## src/rtl/ledger_pkg.sv

```systemverilog
// Shared types and helpers for the charge ledger.
// Assumes all capacity quantities fit a 16-bit unsigned word.
package ledger_pkg;
    localparam int unsigned CAP_W = 16;
    typedef logic [CAP_W-1:0] cap_t;

    // Increment that sticks at all ones instead of wrapping.
    function automatic cap_t cap_sat_inc(input cap_t v);
        return (v == '1) ? v : v + cap_t'(1);
    endfunction
endpackage

```

## src/rtl/charge_qualifier.sv

```systemverilog
// Decides when charge activity has become a valid charge.
// Counts consecutive charge pulses. A discharge pulse or a long gap
// without charge pulses ends the run. Emits a one-cycle event on the
// pulse that completes the run and holds a status flag afterwards.
// Assumes VALID_RUN >= 1 and GAP_LIMIT >= 2.
module charge_qualifier #(
    parameter int unsigned VALID_RUN = 3,
    parameter int unsigned GAP_LIMIT = 4096
) (
    input  logic clk,
    input  logic rst_n,
    input  logic chg_i,
    input  logic dsg_i,
    output logic valid_evt_o,
    output logic chg_valid_o
);
    localparam int unsigned RUN_W = $clog2(VALID_RUN + 1);
    localparam int unsigned GAP_W = $clog2(GAP_LIMIT);
    localparam logic [RUN_W-1:0] RUN_DONE = RUN_W'(VALID_RUN);
    localparam logic [RUN_W-1:0] RUN_LAST = RUN_W'(VALID_RUN - 1);
    localparam logic [GAP_W-1:0] GAP_LAST = GAP_W'(GAP_LIMIT - 1);

    logic [RUN_W-1:0] run_q;
    logic [GAP_W-1:0] gap_q;
    logic             flag_q;
    logic             timeout;

    // Activity is deemed stopped once a run sees GAP_LIMIT idle cycles.
    always_comb timeout = (run_q != '0) && !chg_i && (gap_q == GAP_LAST);

    // The pulse that completes the run, unless a discharge breaks it.
    always_comb valid_evt_o = chg_i && !dsg_i && (run_q == RUN_LAST);

    // Run length: discharge or timeout restart it, charge extends it.
    always_ff @(posedge clk) begin
        if (!rst_n)                  run_q <= '0;
        else if (dsg_i || timeout)   run_q <= '0;
        else if (chg_i && run_q != RUN_DONE) run_q <= run_q + RUN_W'(1);
    end

    // Idle-cycle counter since the last charge pulse of an open run.
    always_ff @(posedge clk) begin
        if (!rst_n)                                    gap_q <= '0;
        else if (chg_i || run_q == '0 || timeout)      gap_q <= '0;
        else                                           gap_q <= gap_q + GAP_W'(1);
    end

    // Charge-valid status flag.
    always_ff @(posedge clk) begin
        if (!rst_n)                flag_q <= 1'b0;
        else if (dsg_i || timeout) flag_q <= 1'b0;
        else if (valid_evt_o)      flag_q <= 1'b1;
    end

    assign chg_valid_o = flag_q;
endmodule

```

## src/rtl/capacity_counter.sv

```systemverilog
// Available-capacity register. Moves by one per cycle between zero and
// the full reference. Forced-full and clear requests override counting.
// Assumes the full reference fits the capacity word.
module capacity_counter
    import ledger_pkg::*;
(
    input  logic clk,
    input  logic rst_n,
    input  logic inc_req_i,
    input  logic dec_req_i,
    input  logic force_full_i,
    input  logic clear_i,
    input  cap_t full_ref_i,
    output cap_t avail_o,
    output logic inc_taken_o,
    output logic at_full_o
);
    cap_t avail_q;
    logic dec_taken;

    // An increment lands only when uncontested and below the ceiling.
    always_comb inc_taken_o = inc_req_i && !dec_req_i && (avail_q < full_ref_i);

    // A decrement lands only when uncontested and above zero.
    always_comb dec_taken = dec_req_i && !inc_req_i && (avail_q != '0);

    // Ceiling comparison shared with the tally and flag logic.
    always_comb at_full_o = (avail_q == full_ref_i);

    // Capacity update with override priority.
    always_ff @(posedge clk) begin
        if (!rst_n)            avail_q <= '0;
        else if (force_full_i) avail_q <= full_ref_i;
        else if (clear_i)      avail_q <= '0;
        else if (inc_taken_o)  avail_q <= avail_q + cap_t'(1);
        else if (dec_taken)    avail_q <= avail_q - cap_t'(1);
    end

    assign avail_o = avail_q;
endmodule

```

## src/rtl/discharge_tally.sv

```systemverilog
// Counts charge drawn since the cell was last full.
// Restarts from zero in any cycle that begins at the full reference.
// Saturates at all ones.
module discharge_tally
    import ledger_pkg::*;
(
    input  logic clk,
    input  logic rst_n,
    input  logic dsg_i,
    input  logic sdis_i,
    input  logic avail_nonzero_i,
    input  logic at_full_i,
    output cap_t tally_o
);
    cap_t tally_q;
    cap_t base;
    logic bump;

    // Base value: zero while the cell sits at full.
    always_comb base = at_full_i ? '0 : tally_q;

    // Load pulses always count; self-discharge only while charge remains.
    always_comb bump = dsg_i || (sdis_i && avail_nonzero_i);

    // Tally register.
    always_ff @(posedge clk) begin
        if (!rst_n) tally_q <= '0;
        else        tally_q <= bump ? cap_sat_inc(base) : base;
    end

    assign tally_o = tally_q;
endmodule

```

## src/rtl/capacity_learner.sv

```systemverilog
// Holds the learned full reference and the qualification flags.
// Detects the end-of-discharge rising edge, tracks self-discharge loss
// since the qualified-discharge flag was set, and moves the tally into
// the reference at a learning point, limited to a 25% drop.
// Assumes FULL_W + FULL_SHIFT <= 16.
module capacity_learner
    import ledger_pkg::*;
#(
    parameter int unsigned FULL_W     = 8,
    parameter int unsigned FULL_SHIFT = 8
) (
    input  logic              clk,
    input  logic              rst_n,
    input  logic [FULL_W-1:0] prog_full_i,
    input  logic              dsg_i,
    input  logic              sdis_taken_i,
    input  logic              at_full_i,
    input  cap_t              tally_i,
    input  logic              valid_evt_i,
    input  logic              fill_by_charge_i,
    input  logic              done_i,
    input  logic              edv_i,
    input  logic              cold_i,
    output logic [FULL_W-1:0] learned_o,
    output cap_t              full_ref_o,
    output logic              learn_point_o,
    output logic              qual_o,
    output logic              replaced_o
);
    localparam int unsigned PROD_W  = CAP_W + 7;
    localparam int unsigned SHIFT_W = CAP_W - FULL_SHIFT;
    localparam logic [SHIFT_W-1:0] FULL_MAX = SHIFT_W'({FULL_W{1'b1}});

    logic [FULL_W-1:0]  learned_q;
    logic               qual_q;
    logic               repl_q;
    logic               edv_prev_q;
    logic               edv_arm_q;
    cap_t               sd_loss_q;
    logic               edv_rise;
    logic               post_edv;
    logic               cold_rise;
    logic               sd_over;
    logic [SHIFT_W-1:0] cand_wide;
    logic [FULL_W-1:0]  cand;
    logic [FULL_W-1:0]  floor_v;
    logic [FULL_W-1:0]  next_learned;

    // Scaled reference used by every capacity comparison.
    always_comb full_ref_o = cap_t'(learned_q) << FULL_SHIFT;

    // Warning edge and the armed state that outlives it.
    always_comb begin
        edv_rise  = edv_i && !edv_prev_q;
        post_edv  = edv_arm_q || edv_rise;
        cold_rise = edv_rise && cold_i;
    end

    // Learning point: first valid charge after the warning, not overridden.
    always_comb learn_point_o = valid_evt_i && post_edv && !done_i;

    // Self-discharge loss above 6% of the reference: n*50 > ref*3.
    always_comb sd_over = (PROD_W'(sd_loss_q) * PROD_W'(50)) > (PROD_W'(full_ref_o) * PROD_W'(3));

    // Candidate reference from the tally, limited to a 25% drop.
    always_comb begin
        cand_wide    = SHIFT_W'(tally_i >> FULL_SHIFT);
        cand         = (cand_wide > FULL_MAX) ? '1 : FULL_W'(cand_wide);
        floor_v      = learned_q - (learned_q >> 2);
        next_learned = (cand < floor_v) ? floor_v : cand;
    end

    // Learned reference: programmed at reset, replaced at a qualified learning point.
    always_ff @(posedge clk) begin
        if (!rst_n)                      learned_q <= prog_full_i;
        else if (learn_point_o && qual_q) learned_q <= next_learned;
    end

    // Qualified-discharge flag with charge-complete taking priority.
    always_ff @(posedge clk) begin
        if (!rst_n)                                  qual_q <= 1'b0;
        else if (done_i)                             qual_q <= 1'b1;
        else if (valid_evt_i || cold_rise || sd_over) qual_q <= 1'b0;
        else if (dsg_i && at_full_i)                 qual_q <= 1'b1;
    end

    // Self-discharge loss counted only while the flag is set.
    always_ff @(posedge clk) begin
        if (!rst_n || !qual_q) sd_loss_q <= '0;
        else if (sdis_taken_i) sd_loss_q <= cap_sat_inc(sd_loss_q);
    end

    // Replaced flag: set by reset, cleared by a proven refill or learning point.
    always_ff @(posedge clk) begin
        if (!rst_n)                                               repl_q <= 1'b1;
        else if ((valid_evt_i && post_edv) || fill_by_charge_i)   repl_q <= 1'b0;
    end

    // Warning history for edge detection and arming.
    always_ff @(posedge clk) begin
        if (!rst_n) begin
            edv_prev_q <= 1'b0;
            edv_arm_q  <= 1'b0;
        end else begin
            edv_prev_q <= edv_i;
            if (valid_evt_i)   edv_arm_q <= 1'b0;
            else if (edv_rise) edv_arm_q <= 1'b1;
        end
    end

    assign learned_o  = learned_q;
    assign qual_o     = qual_q;
    assign replaced_o = repl_q;
endmodule

```

## src/rtl/charge_ledger.sv

```systemverilog
// Top of the battery charge accounting engine.
// Connects the charge qualifier, capacity counter, discharge tally and
// learner. Assumes input pulses are single-cycle, already compensated
// and synchronous to clk.
module charge_ledger
    import ledger_pkg::*;
#(
    parameter int unsigned FULL_W     = 8,
    parameter int unsigned FULL_SHIFT = 8,
    parameter int unsigned VALID_RUN  = 3,
    parameter int unsigned GAP_LIMIT  = 4096
) (
    input  logic              clk,
    input  logic              rst_n,
    input  logic              chg_pulse_i,
    input  logic              dsg_pulse_i,
    input  logic              sdis_pulse_i,
    input  logic              chg_done_i,
    input  logic              edv_warn_i,
    input  logic              temp_cold_i,
    input  logic [FULL_W-1:0] prog_full_i,
    output logic [15:0]       avail_cap_o,
    output logic [15:0]       dsg_count_o,
    output logic [FULL_W-1:0] learned_full_o,
    output logic              qual_dsg_o,
    output logic              replaced_o,
    output logic              chg_valid_o
);
    cap_t full_ref;
    cap_t avail;
    cap_t tally;
    logic valid_evt;
    logic learn_point;
    logic inc_taken;
    logic at_full;
    logic dec_req;
    logic sdis_taken;
    logic fill_by_charge;

    // Decrement request and the self-discharge share of it.
    always_comb begin
        dec_req    = dsg_pulse_i || sdis_pulse_i;
        sdis_taken = sdis_pulse_i && !chg_pulse_i && (avail != '0);
    end

    // A proven charge increment that lands exactly on the reference.
    always_comb fill_by_charge = (chg_valid_o || valid_evt) && inc_taken
                                 && ((avail + cap_t'(1)) == full_ref);

    charge_qualifier #(
        .VALID_RUN (VALID_RUN),
        .GAP_LIMIT (GAP_LIMIT)
    ) u_qual (
        .clk         (clk),
        .rst_n       (rst_n),
        .chg_i       (chg_pulse_i),
        .dsg_i       (dsg_pulse_i),
        .valid_evt_o (valid_evt),
        .chg_valid_o (chg_valid_o)
    );

    capacity_counter u_cap (
        .clk          (clk),
        .rst_n        (rst_n),
        .inc_req_i    (chg_pulse_i),
        .dec_req_i    (dec_req),
        .force_full_i (chg_done_i),
        .clear_i      (learn_point),
        .full_ref_i   (full_ref),
        .avail_o      (avail),
        .inc_taken_o  (inc_taken),
        .at_full_o    (at_full)
    );

    discharge_tally u_tally (
        .clk             (clk),
        .rst_n           (rst_n),
        .dsg_i           (dsg_pulse_i),
        .sdis_i          (sdis_pulse_i),
        .avail_nonzero_i (avail != '0),
        .at_full_i       (at_full),
        .tally_o         (tally)
    );

    capacity_learner #(
        .FULL_W     (FULL_W),
        .FULL_SHIFT (FULL_SHIFT)
    ) u_learn (
        .clk              (clk),
        .rst_n            (rst_n),
        .prog_full_i      (prog_full_i),
        .dsg_i            (dsg_pulse_i),
        .sdis_taken_i     (sdis_taken),
        .at_full_i        (at_full),
        .tally_i          (tally),
        .valid_evt_i      (valid_evt),
        .fill_by_charge_i (fill_by_charge),
        .done_i           (chg_done_i),
        .edv_i            (edv_warn_i),
        .cold_i           (temp_cold_i),
        .learned_o        (learned_full_o),
        .full_ref_o       (full_ref),
        .learn_point_o    (learn_point),
        .qual_o           (qual_dsg_o),
        .replaced_o       (replaced_o)
    );

    assign avail_cap_o = avail;
    assign dsg_count_o = tally;
endmodule

```

## config.mk

```make
export PLATFORM = sky130hd
export DESIGN_NAME = charge_ledger
export DESIGN_NICKNAME = d
export VERILOG_FILES = /design/src/rtl/ledger_pkg.sv /design/src/rtl/charge_qualifier.sv /design/src/rtl/capacity_counter.sv /design/src/rtl/discharge_tally.sv /design/src/rtl/capacity_learner.sv /design/src/rtl/charge_ledger.sv
export SDC_FILE = /design/constraint.sdc
export NUM_CORES = 1
export LEC_CHECK = 0
export BUFFER_PORTS_ARGS = -buffer_cell sky130_fd_sc_hd__buf_4
export CAP_MARGIN = 20
export CORE_UTILIZATION = 55
export DETAILED_ROUTE_END_ITERATION = 10
export GPL_ROUTABILITY_DRIVEN = 0
export PLACE_DENSITY_LB_ADDON = 0.15
export SYNTH_ARGS = -nofsm -noshare
export SYNTH_HDL_FRONTEND = slang
export SYNTH_SLANG_ARGS = --single-unit
```

## constraint.sdc

```tcl
create_clock -name clk -period 7 [get_ports clk]
set_input_delay 0 -clock clk [delete_from_list [all_inputs] [get_ports clk]]
set_output_delay 0 -clock clk [all_outputs]
set_load 0.02 [all_outputs]
```

==> impl_metrics.tcl, run 1 <==
set metrics [dict create \
    outcome "finished clean" \
    power.share.clock_pct 30.0 \
    swShare_pct 36.6 \
    grt_max_degree 28 \
    ys_seq_area_share_pct 22.9 \
    antenna_found_initial 0 \
    synth_common_cells "102 x ha_1, 99 x nor2_1, 85 x inv_1" \
    synth_cell_type_count 74 \
    switchingPower_uw 578 \
    dr.max_layer_used "met4" \
    ys.flop_type "dfxtp_1" \
    num_rows 40 \
    wl_met2_mm 7.79 \
    pwr-share-comb_pct 36.6 \
    hold_viol 0 \
    viasPerCell 5.69 \
    wl_met1_mm 7.82 \
    dpl.hpwl_mm 13.0 \
    intPower_uw 1000 \
    async_flop_share_pct 0 \
    ys_top_cells_by_area "dfxtp_1 19%, ha_1 18%, xnor2_1 7.2%" \
    wl_per_cell_um 15.6 \
    ys_ff_latch 75 \
    hp-class "in -> reg" \
    fin_tns_setup_ns 0 \
    cp_data_required_time_ns 7.27 \
    startpoint_type "register" \
    slew_violations 0 \
    dr.pass1.iters 5 \
    p_leak_uw 0.00356 \
    synthCells 838 \
    n_fill_cell 1072 \
    grt_overflow 0 \
    grt.total_usage_pct 26.8 \
    area_delta_synth_final_pct 13.0 \
    core_area_sq_mm 0.0121 \
    wl_met3_um 739 \
    worst_setup_path_end_kind "register" \
    nets 1023 \
    drt-initial-drc-count 329 \
    setup_viol 0 \
    regArea_sq_mm 0.00158 \
    n_antenna_cell 0 \
    cts_resized 0 \
    pwr-share-seq_pct 33.4 \
    wl_mm 16.6 \
    h-tree-depth 3 \
    cts_buffer_depth 2 \
    io_pins 59 \
    synth_edf_count 8 \
    cts-buffers-inserted 9 \
    grt_pass1_wl_mm 27.7 \
    placed_cell_area_sq_mm 0.00742 \
    die_y_um 114 \
    clkSinkCount 75 \
    avgSynthCellArea_sq_um 8.23 \
    fin_crit_sh_pct 68.9 \
    route.detailed.drc 0 \
    finalCriticalPeriod_ns 4.82 \
    skew_ns 0.00560 \
    maxCapViolations 0 \
    arrival_ns 5.09 \
    post-cts-setup-buffers 0 \
    critPathKind "reg -> reg" \
    design_area_sq_mm 0.00780 \
    die-area_sq_mm 0.0130 \
    yosysTopAreaCellShare_pct 19.4 \
    vias 6062 \
    cp_max_fo 5 \
    yosysMostFrequentCell "ha_1" \
    multi_input_area_sq_mm 0.00488 \
    synth_top_area_cell "dfxtp_1" \
    postRouteAntennaNets 0 \
    initial_utilization_pct 57.0 \
    syn-num-nets 969 \
    fmax_mhz 207 \
    worstMarginPinSlew_ns 0.857 \
    clockRootBuffer "clkbuf_16" \
    io_buffers 58 \
    grt_pass1_vias 5863 \
    ir_drop_mv 0.130 \
    power.density_mw_per_mm2 203 \
    yosys_warnings 0 \
    path_clk_slew_ns 0.06 \
    die_x_um 114 \
    cts_hold_buf 7 \
    rsz0062_at_grt "no" \
    drive_gt1_share_pct 10.6 \
    tritoncts "done" \
    insertion_delay_ns 0.35 \
    relSlewSlack_pct 42.4 \
    synth_area_sq_mm 0.00690 \
]
-- stage by stage --
stage               total power (uW)  hold slack (ns)  setup slack, ns  utilization [%]  cells
floorplan                        953            0.127             2.60                -    838
global placement                1080            0.217             2.42             61.3   1041
detailed placement              1100            0.226             2.21             61.3   1041
CTS                             1580          0.00400             2.16             64.3   1064
global route                    1670           0.0446             1.81             64.4   1065
finish                          1580          0.00805             2.18             64.4   1065
-- kinds of logic after synthesis --
family	synth area share, %
flip-flops	22.9
adder cells (fa/ha/maj)	22.3
AND/OR/NAND/NOR	21.7
buffers and inverters	6.38
multiplexers	1.52
XOR/XNOR	11.4
AO/OA/AOI/OAI	13.8
-- state kept, by name, indices dropped and copies added, names as in the netlist --
signal / cells
u_cap.avail_o: 16
u_learn.edv_arm_q: 1
u_learn.edv_prev_q: 1
u_learn.learned_o: 8
u_learn.qual_o: 1
u_learn.replaced_o: 1
u_learn.sd_loss_q: 16
u_qual.chg_valid_o: 1
u_qual.gap_q: 12
u_qual.run_q: 2
u_tally.tally_o: 16
-- metal layers --
layer	track usage [%]	up-vias
met1	35.6	2884
li1	-	3016
met4	8.66	0
met5	0	-
met3	3.56	22
met2	45.1	140
-- worst paths after layout --
check	start	endpoint	slack (ns)	cells after the start
worst max-delay path	u_learn.sd_loss_q[4]$_SDFFE_PP0P_	u_learn.qual_o$_SDFFE_PN0P_	2.18	20
worst min-delay path	chg_done_i	u_cap.avail_o[12]$_SDFFE_PN0P_	0.008	3
worst max register to register	u_learn.sd_loss_q[4]$_SDFFE_PP0P_	u_learn.qual_o$_SDFFE_PN0P_	2.18	20
worst min register to register	u_learn.replaced_o$_SDFFE_PN1P_	u_learn.replaced_o$_SDFFE_PN1P_	0.46	2
-- power by group through the flow --
stage	Clock (uW)	Combinational, uW	Sequential (uW)
after global routing	495	647	531
after global placement	0	549	534
after detailed placement	0	567	534
after floorplan	0	419	533
final	474	579	527
after CTS	480	575	525
-- cells in the final DEF (no fill, tap or decap), types with 4 or more instances in the layout --
| cell | instances |
|---|---|
| a211oi_1 | 8 |
| a21o_1 | 5 |
| a21oi_1 | 42 |
| a22oi_1 | 4 |
| a31oi_1 | 5 |
| and2_1 | 5 |
| and3_1 | 23 |
| buf_4 | 59 |
| clkbuf_16 | 9 |
| dfxtp_1 | 67 |
| dlygate4sd3_1 | 7 |
| edfxtp_1 | 8 |
| fa_1 | 13 |
| ha_1 | 102 |
| inv_1 | 85 |
| mux2_2 | 4 |
| mux2i_1 | 6 |
| nand2_1 | 56 |
| nand2b_1 | 5 |
| nand3_1 | 38 |
| nand4_1 | 16 |
| nor2_1 | 99 |
| nor2b_1 | 9 |
| nor3_1 | 7 |
| nor4_1 | 15 |
| o21a_1 | 8 |
| o21ai_0 | 29 |
| o21bai_1 | 4 |
| o22ai_1 | 5 |
| xnor2_1 | 57 |
| xor2_1 | 33 |
-- layout make-up --
type / count / area share (%)
repair buffers: 66 / 6.58
inverters: 85 / 4.09
well taps: 168 / 2.70
clock inverters: 6 / 0.835
multi-input cells: 655 / 62.6
clock buffers: 10 / 2.94
flip-flops and latches: 75 / 20.3
-- worst max-delay path: stages, from the launching register on --
cell	delay, ns
dfxtp_1	0.41
ha_1	0.26
ha_1	0.27
inv_1	0.05
fa_1	0.50
inv_1	0.04
ha_1	0.35
a21oi_1	0.17
o22ai_1	0.11
nor4_1	0.39
nor3_1	0.19
o21a_1	0.20
nor2_1	0.12
xnor2_1	0.14
ha_1	0.25
nand4_1	0.11
a211oi_1	0.06
a2111oi_0	0.38
o21ai_0	0.13
or4_4	0.42
o31ai_2	0.17
No activity file was read; power rests on OpenSTA's default activity.
==> run 2: changes to the inputs <==
--- a/config.mk
+++ b/config.mk
@@ -5,6 +5,7 @@
 export SDC_FILE = /design/constraint.sdc
 export NUM_CORES = 1
 export LEC_CHECK = 0
+export ABC_AREA = 1
 export BUFFER_PORTS_ARGS = -buffer_cell sky130_fd_sc_hd__buf_4
 export CAP_MARGIN = 20
 export CORE_UTILIZATION = 55
==> constraint.sdc (replaced) <==
create_clock -name clk -period 3.9 [get_ports clk]
set_input_delay 0 -clock clk [delete_from_list [all_inputs] [get_ports clk]]
set_output_delay 0 -clock clk [all_outputs]
set_load 0.02 [all_outputs]
==> run 2 against run 1 <==
  * Synthesized area rose by 11%
  * Clock power rose by 68%
  * Sequential cell count unchanged
  * Largest power group unchanged
  * Critical path type unchanged
==> impl_metrics.tcl, run 2 <==
set metrics [dict create \
    synth_edf_count 8 \
    worstMarginPinSlew_ns 0.756 \
    cts_buffer_depth 2 \
    wl_per_cell_um 13.7 \
    synth_common_cells "231 x nand2_1, 170 x inv_1, 102 x ha_1, 102 x nor2_1, 73 x a21oi_1" \
    dpl.hpwl_mm 14.2 \
    antenna_found_initial 0 \
    n_antenna_cell 0 \
    outcome "finished clean" \
    place_inst 1324 \
    dr.pass1.iters 5 \
    ys.flop_type "dfxtp_1" \
    io_buffers 58 \
    die_x_um 120 \
    fin_crit_sh_pct 94.2 \
    postRouteAntennaNets 0 \
    viasPerCell 5.38 \
    cts-buffers-inserted 9 \
    die-area_sq_mm 0.0144 \
    cp_cell_sequence "ha_1, ha_1, inv_1, fa_1, inv_1, ha_4, a21oi_2, o21ai_2, nand2_1, nand3_2, a31oi_1, xnor2_1, ha_1, a21oi_1, nor2_1, a211oi_1, nand2_1, nand2_1, nand2_1, nor2_1, nand3_1, a21oi_1" \
    fmax_mhz 272 \
    yosysMostFrequentCell "nand2_1" \
    slew_violations 0 \
    vias 7262 \
    nets 1301 \
    h-tree-depth 3 \
    n_fill_cell 1197 \
    die_y_um 120 \
    synth_area_sq_mm 0.00767 \
    initial_utilization_pct 57.2 \
    cp_data_required_time_ns 4.17 \
    hp-class "in -> reg" \
    avgSynthCellArea_sq_um 6.97 \
    arrival_ns 3.94 \
    grt.total_usage_pct 26.4 \
    synthCells 1100 \
    power.density_mw_per_mm2 333 \
    ir_drop_mv 0.221 \
    yosys_warnings 0 \
    clkSinkCount 75 \
    ys_seq_area_share_pct 20.6 \
    skew_ns 0.00397 \
    area_delta_synth_final_pct 14.3 \
    wl_mm 18.5 \
    hold_viol 0 \
    syn-num-nets 1231 \
    p_leak_uw 0.00434 \
    drt-initial-drc-count 468 \
    io_pins 59 \
    cp_max_fo 4 \
    setup_viol 0 \
    ys_ff_latch 75 \
    final_cell_mix "230 x nand2_1, 169 x inv_1, 102 x nor2_1, 96 x ha_1, 73 x buf_4" \
    final_common_cell "nand2_1" \
    critPathKind "reg -> reg" \
    worst_setup_path_end_kind "register" \
    clockRootBuffer "clkbuf_16" \
    finalCriticalPeriod_ns 3.67 \
    path_clk_slew_ns 0.06 \
    yosysTopAreaCellShare_pct 17.5 \
    synth_cell_type_count 53 \
    insertion_delay_ns 0.35 \
    async_flop_share_pct 0 \
    instances_no_fill 1351 \
    num_rows 42 \
    cpPeakStageDelay_ns 0.51 \
    whs_ns 0.0335 \
    grt_pass1_vias 6508 \
    design_area_sq_mm 0.00877 \
    route.detailed.drc 0 \
    ys_top_cells_by_area "dfxtp_1 17%, ha_1 17%, nand2_1 11%" \
    placed_cell_area_sq_mm 0.00827 \
    grt_overflow 0 \
    core_area_sq_mm 0.0134 \
    tritoncts "done" \
    relSlewSlack_pct 49.5 \
    startpoint_type "register" \
    drive_gt1_share_pct 13.0 \
    grt_max_degree 32 \
    cpMostUsedCell "nand2_1" \
    crit_path_top_delay_cell "fa_1" \
    maxCapViolations 0 \
    grt_pass1_wl_mm 30.6 \
    synth_top_area_cell "dfxtp_1" \
]
run 2: cell count changes after synthesis, sizes merged, moves of 17 or more:
cell / delta
nand2: +185
o21ai: +32
nand3: +37
inv: +91
xnor2: -49
nor2: +17
a21oi: +31
and3: -22
run 2: through the flow:
stage	power, uW	util, %	TNS (ns)	worst slack (ns)
after global routing	3140	65.4	-0.0305	-0.0305
after floorplan	1810	-	0	0.281
final	2920	65.4	0	0.227
after global placement	2100	61.7	0	0.127
after detailed placement	2120	61.7	0	0.0331
after CTS	2940	64.6	0	0.0295
run 2: repair_timing:
item	CTS	global route
endpoints found under the hold margin	15	0
hold buffers	11	0
gates resized for setup	0	19
setup buffers	0	0
endpoints found under the setup margin	0	4
run 2: worst max-delay path: cells and delay by family, from the launching register on:
kind            cells  cell delay, ns
simple gates        8            0.56
buf+inv             2            0.12
flops               1            0.34
compound gates      6            0.84
fa+ha+maj           5            1.59
xor+xnor            1            0.14
run 2: area by class of cell:
cell class	count	area [sq um]	share of cell area (%)
Clock inverter	5	27.5	0.314
Timing Repair Buffer	84	658	7.51
Sequential cell	75	1590	18.1
Tap cell	176	220	2.51
Clock buffer	11	253	2.88
Multi-Input combinational cell	824	5350	61.1
Inverter	176	666	7.59
run 2: worst paths after layout:
kind	start	end	slack [ns]	depth (start not counted)
max	u_learn.sd_loss_q[3]$_SDFFE_PP0P_	u_learn.qual_o$_SDFFE_PN0P_	0.23	22
min reg2reg	u_qual.gap_q[0]$_SDFF_PP0_	u_qual.gap_q[0]$_SDFF_PP0_	0.45	1
max reg2reg	u_learn.sd_loss_q[3]$_SDFFE_PP0P_	u_learn.qual_o$_SDFFE_PN0P_	0.23	22
min	rst_n	u_learn.replaced_o$_SDFFE_PN1P_	0.03	2
run 2: report_power, final:
group          internal [uW]  leakage [uW]  switching [uW]  total, uW
registers                835      0.000626            67.0        902
clock network            461      0.000141             335        796
logic                    487       0.00357             734       1220
run 2: layer usage:
| metal | wire, um | track usage, % |
|---|---|---|
| met2 | 8370 | 43.4 |
| met4 | 287 | 8.05 |
| met5 | 0 | 0 |
| met1 | 8840 | 35.6 |
| met3 | 960 | 3.61 |
run 2: cell families (layout without fill, tap and decap cells):
group | count (synthesis) | after routing | synth area share [%]
adders and majority gates | 115 | 115 | 20.0
buffers and inverters | 201 | 276 | 10.9
xor gates and xnor gates | 44 | 44 | 5.38
AOI/OAI and AO/OA | 181 | 181 | 13.4
DFF | 75 | 75 | 20.6
and+or+nand+nor | 484 | 484 | 29.7
==> run 3: changes to the inputs <==
--- a/config.mk
+++ b/config.mk
@@ -12,6 +12,7 @@
 export DETAILED_ROUTE_END_ITERATION = 10
 export GPL_ROUTABILITY_DRIVEN = 0
 export PLACE_DENSITY_LB_ADDON = 0.15
+export SKIP_CTS_REPAIR_TIMING = 1
 export SYNTH_ARGS = -nofsm -noshare
 export SYNTH_HDL_FRONTEND = slang
 export SYNTH_SLANG_ARGS = --single-unit
==> constraint.sdc (replaced) <==
create_clock -name clk -period 3.6 [get_ports clk]
set_input_delay 0 -clock clk [delete_from_list [all_inputs] [get_ports clk]]
set_output_delay 0 -clock clk [all_outputs]
set_load 0.02 [all_outputs]
==> run 3 against run 2 <==
  * The run now ends with negative hold slack, negative setup slack left
  * Combinational power is 13% higher
  * Clock skew rose by 0.0036 ns
  * Via count rose by 3.4%
  * Wire length is 6.3% higher
  * Cell count is 2.3% higher
  * Core utilization grew 4.0 points
  * Sequential power rose by 6.5%
  * Non-clock buffer count increased by 31
  * Clock power rose by 17%
  * First-iteration DRC count rose by 11%
  * Critical path type unchanged
==> impl_metrics.tcl, run 3 (synthesized netlist as in run 2, its figures left out) <==
set metrics [dict create \
    cp_cell_sequence "ha_1, ha_1, inv_1, fa_1, inv_1, ha_4, nand2_2, inv_1, nand2_1, nand2_2, a31oi_1, xnor2_1, ha_1, a21oi_2, nor2_1, a211oi_2, nand2_1, nand2_1, nand2_1, nor2_1, nand3_1, a21oi_1" \
    hold_viol 3 \
    nets 1332 \
    slew_violations 0 \
    r2r_start "u_learn.sd_loss_q[8]$_SDFFE_PP0P_" \
    critPathKind "reg -> reg" \
    hp-class "in -> reg" \
    power.share.clock_pct 28.4 \
    io_buffers 58 \
    preCtsSetupSlack_ns -0.168 \
    grt_pass1_wl_mm 32.1 \
    relSlewSlack_pct 50.5 \
    p_leak_uw 0.00449 \
    place_inst 1349 \
    cts_buffer_depth 2 \
    r2r_end "u_learn.qual_o$_SDFFE_PN0P_" \
    wl_per_cell_um 14.2 \
    die_y_um 120 \
    clkSinkCount 75 \
    path_clk_slew_ns 0.06 \
    grt.total_usage_pct 27.5 \
    drt-initial-drc-count 521 \
    maxCapViolations 0 \
    cp_num_cells 22 \
    die-area_sq_mm 0.0144 \
    cp_max_fo 5 \
    viasPerCell 5.43 \
    cpMostUsedCell "nand2_1" \
    crit_family "adder cells" \
    num_rows 42 \
    dr.pass1.iters 7 \
    startpoint_type "register" \
    crit_path_top_delay_cell "fa_1" \
    drive_gt1_share_pct 19.5 \
    antenna_found_initial 0 \
    whs_ns -0.0146 \
    worst_setup_path_end_kind "register" \
    fin_crit_sh_pct 102 \
    die_x_um 120 \
    setup_viol 1 \
    insertion_delay_ns 0.35 \
    hold_depth 3 \
    switchingPower_uw 1260 \
    wl_mm 19.6 \
    swShare_pct 38.5 \
    power.density_mw_per_mm2 351 \
    finalCriticalPeriod_ns 3.69 \
    final_cell_mix "220 x nand2_1, 163 x inv_1, 104 x buf_4, 97 x nor2_1, 81 x ha_1" \
    arrival_ns 3.95 \
    reg2reg_slack_ns -0.09 \
    ir_drop_mv 0.241 \
    setup_slack_ns -0.0864 \
    grt_overflow 0 \
    instances_no_fill 1382 \
    outcome "finished with violations" \
    intPower_uw 2010 \
    dpl.hpwl_mm 14.7 \
    min_to "u_cap.avail_o[11]$_SDFFE_PN0P_" \
    critPathBufInv 3 \
    n_antenna_cell 0 \
    final_common_cell "nand2_1" \
    cp_data_required_time_ns 3.87 \
    tritoncts "done" \
    skew_ns 0.00753 \
    clockRootBuffer "clkbuf_16" \
    grt_pass1_vias 6961 \
    vias 7510 \
    core_area_sq_mm 0.0134 \
    worstMarginPinSlew_ns 0.742 \
    initial_utilization_pct 57.2 \
    pwr-share-seq_pct 29.4 \
    violations "negative hold slack, negative setup slack" \
    h-tree-depth 3 \
    area_delta_synth_final_pct 21.3 \
    r2r_cells 22 \
    cpPeakStageDelay_ns 0.50 \
    hold_start "chg_done_i" \
    grt_max_degree 32 \
    cts-buffers-inserted 9 \
    rsz0062_at_grt "yes" \
    route.detailed.drc 0 \
    pwr-share-comb_pct 42.2 \
    postRouteAntennaNets 0 \
    io_pins 59 \
    fmax_mhz 271 \
]
run 3: metal layers:
metal | up-vias | global-route usage (%) | wire (um)
met5 | - | 0 | 0
met4 | 0 | 9.45 | 346
met3 | 29 | 3.42 | 1070
met2 | 227 | 45.0 | 9130
met1 | 3441 | 37.3 | 9080
li1 | 3813 | - | -
run 3: final cells by class:
class                   count  area [sq um]
clock buffers              11           243
clock inverters             5          52.6
fillers                  1116          4100
inverters                 176           666
multi-input cells         824          5620
flip-flops and latches     75          1610
well taps                 176           220
repair buffers            115           892
run 3: power groups by stage:
| stage | sequential [uW] | clock [uW] | combinational (uW) |
|---|---|---|---|
| CTS | 965 | 935 | 1340 |
| finish | 961 | 929 | 1380 |
| detailed placement | 984 | 0 | 1320 |
| global route | 971 | 971 | 1550 |
| floorplan | 1050 | 0 | 913 |
| global placement | 983 | 0 | 1300 |
run 3: worst reg2reg max path, cell delays in order, from the launching register on:
cell and delay [ns]:
dfxtp_4 0.36, ha_1 0.31, ha_1 0.29, inv_1 0.06
fa_1 0.50, inv_1 0.07, ha_4 0.26, nand2_2 0.06
inv_1 0.05, nand2_1 0.07, nand2_2 0.06, a31oi_1 0.18
xnor2_1 0.14, ha_1 0.27, a21oi_2 0.14, nor2_1 0.06
a211oi_2 0.20, nand2_1 0.07, nand2_1 0.09, nand2_1 0.06
nor2_1 0.09, nand3_1 0.08, a21oi_1 0.13
run 3: per-stage QoR:
step	hold slack [ns]	power, uW	setup TNS (ns)	instance area, sq um	utilization (%)
after floorplan	0.0976	1960	0	7670	-
after global placement	0.218	2280	-0.0164	8460	63.1
after detailed placement	0.220	2310	-0.168	8460	63.1
after CTS	-0.138	3240	-0.177	8750	65.3
after global routing	0.00988	3500	-0.300	9310	69.4
final	-0.0146	3270	-0.0864	9310	69.4
run 3: worst max path at each step:
stage                                           start                           to  slack [ns]
floorplan           u_learn.sd_loss_q[4]$_SDFFE_PP0P_  u_learn.qual_o$_SDFFE_PN0P_        0.05
global placement    u_learn.sd_loss_q[4]$_SDFFE_PP0P_  u_learn.qual_o$_SDFFE_PN0P_       -0.02
detailed placement  u_learn.sd_loss_q[4]$_SDFFE_PP0P_  u_learn.qual_o$_SDFFE_PN0P_       -0.17
CTS                 u_learn.sd_loss_q[4]$_SDFFE_PP0P_  u_learn.qual_o$_SDFFE_PN0P_       -0.18
global route        u_learn.sd_loss_q[8]$_SDFFE_PP0P_  u_learn.qual_o$_SDFFE_PN0P_       -0.30
finish              u_learn.sd_loss_q[8]$_SDFFE_PP0P_  u_learn.qual_o$_SDFFE_PN0P_       -0.09
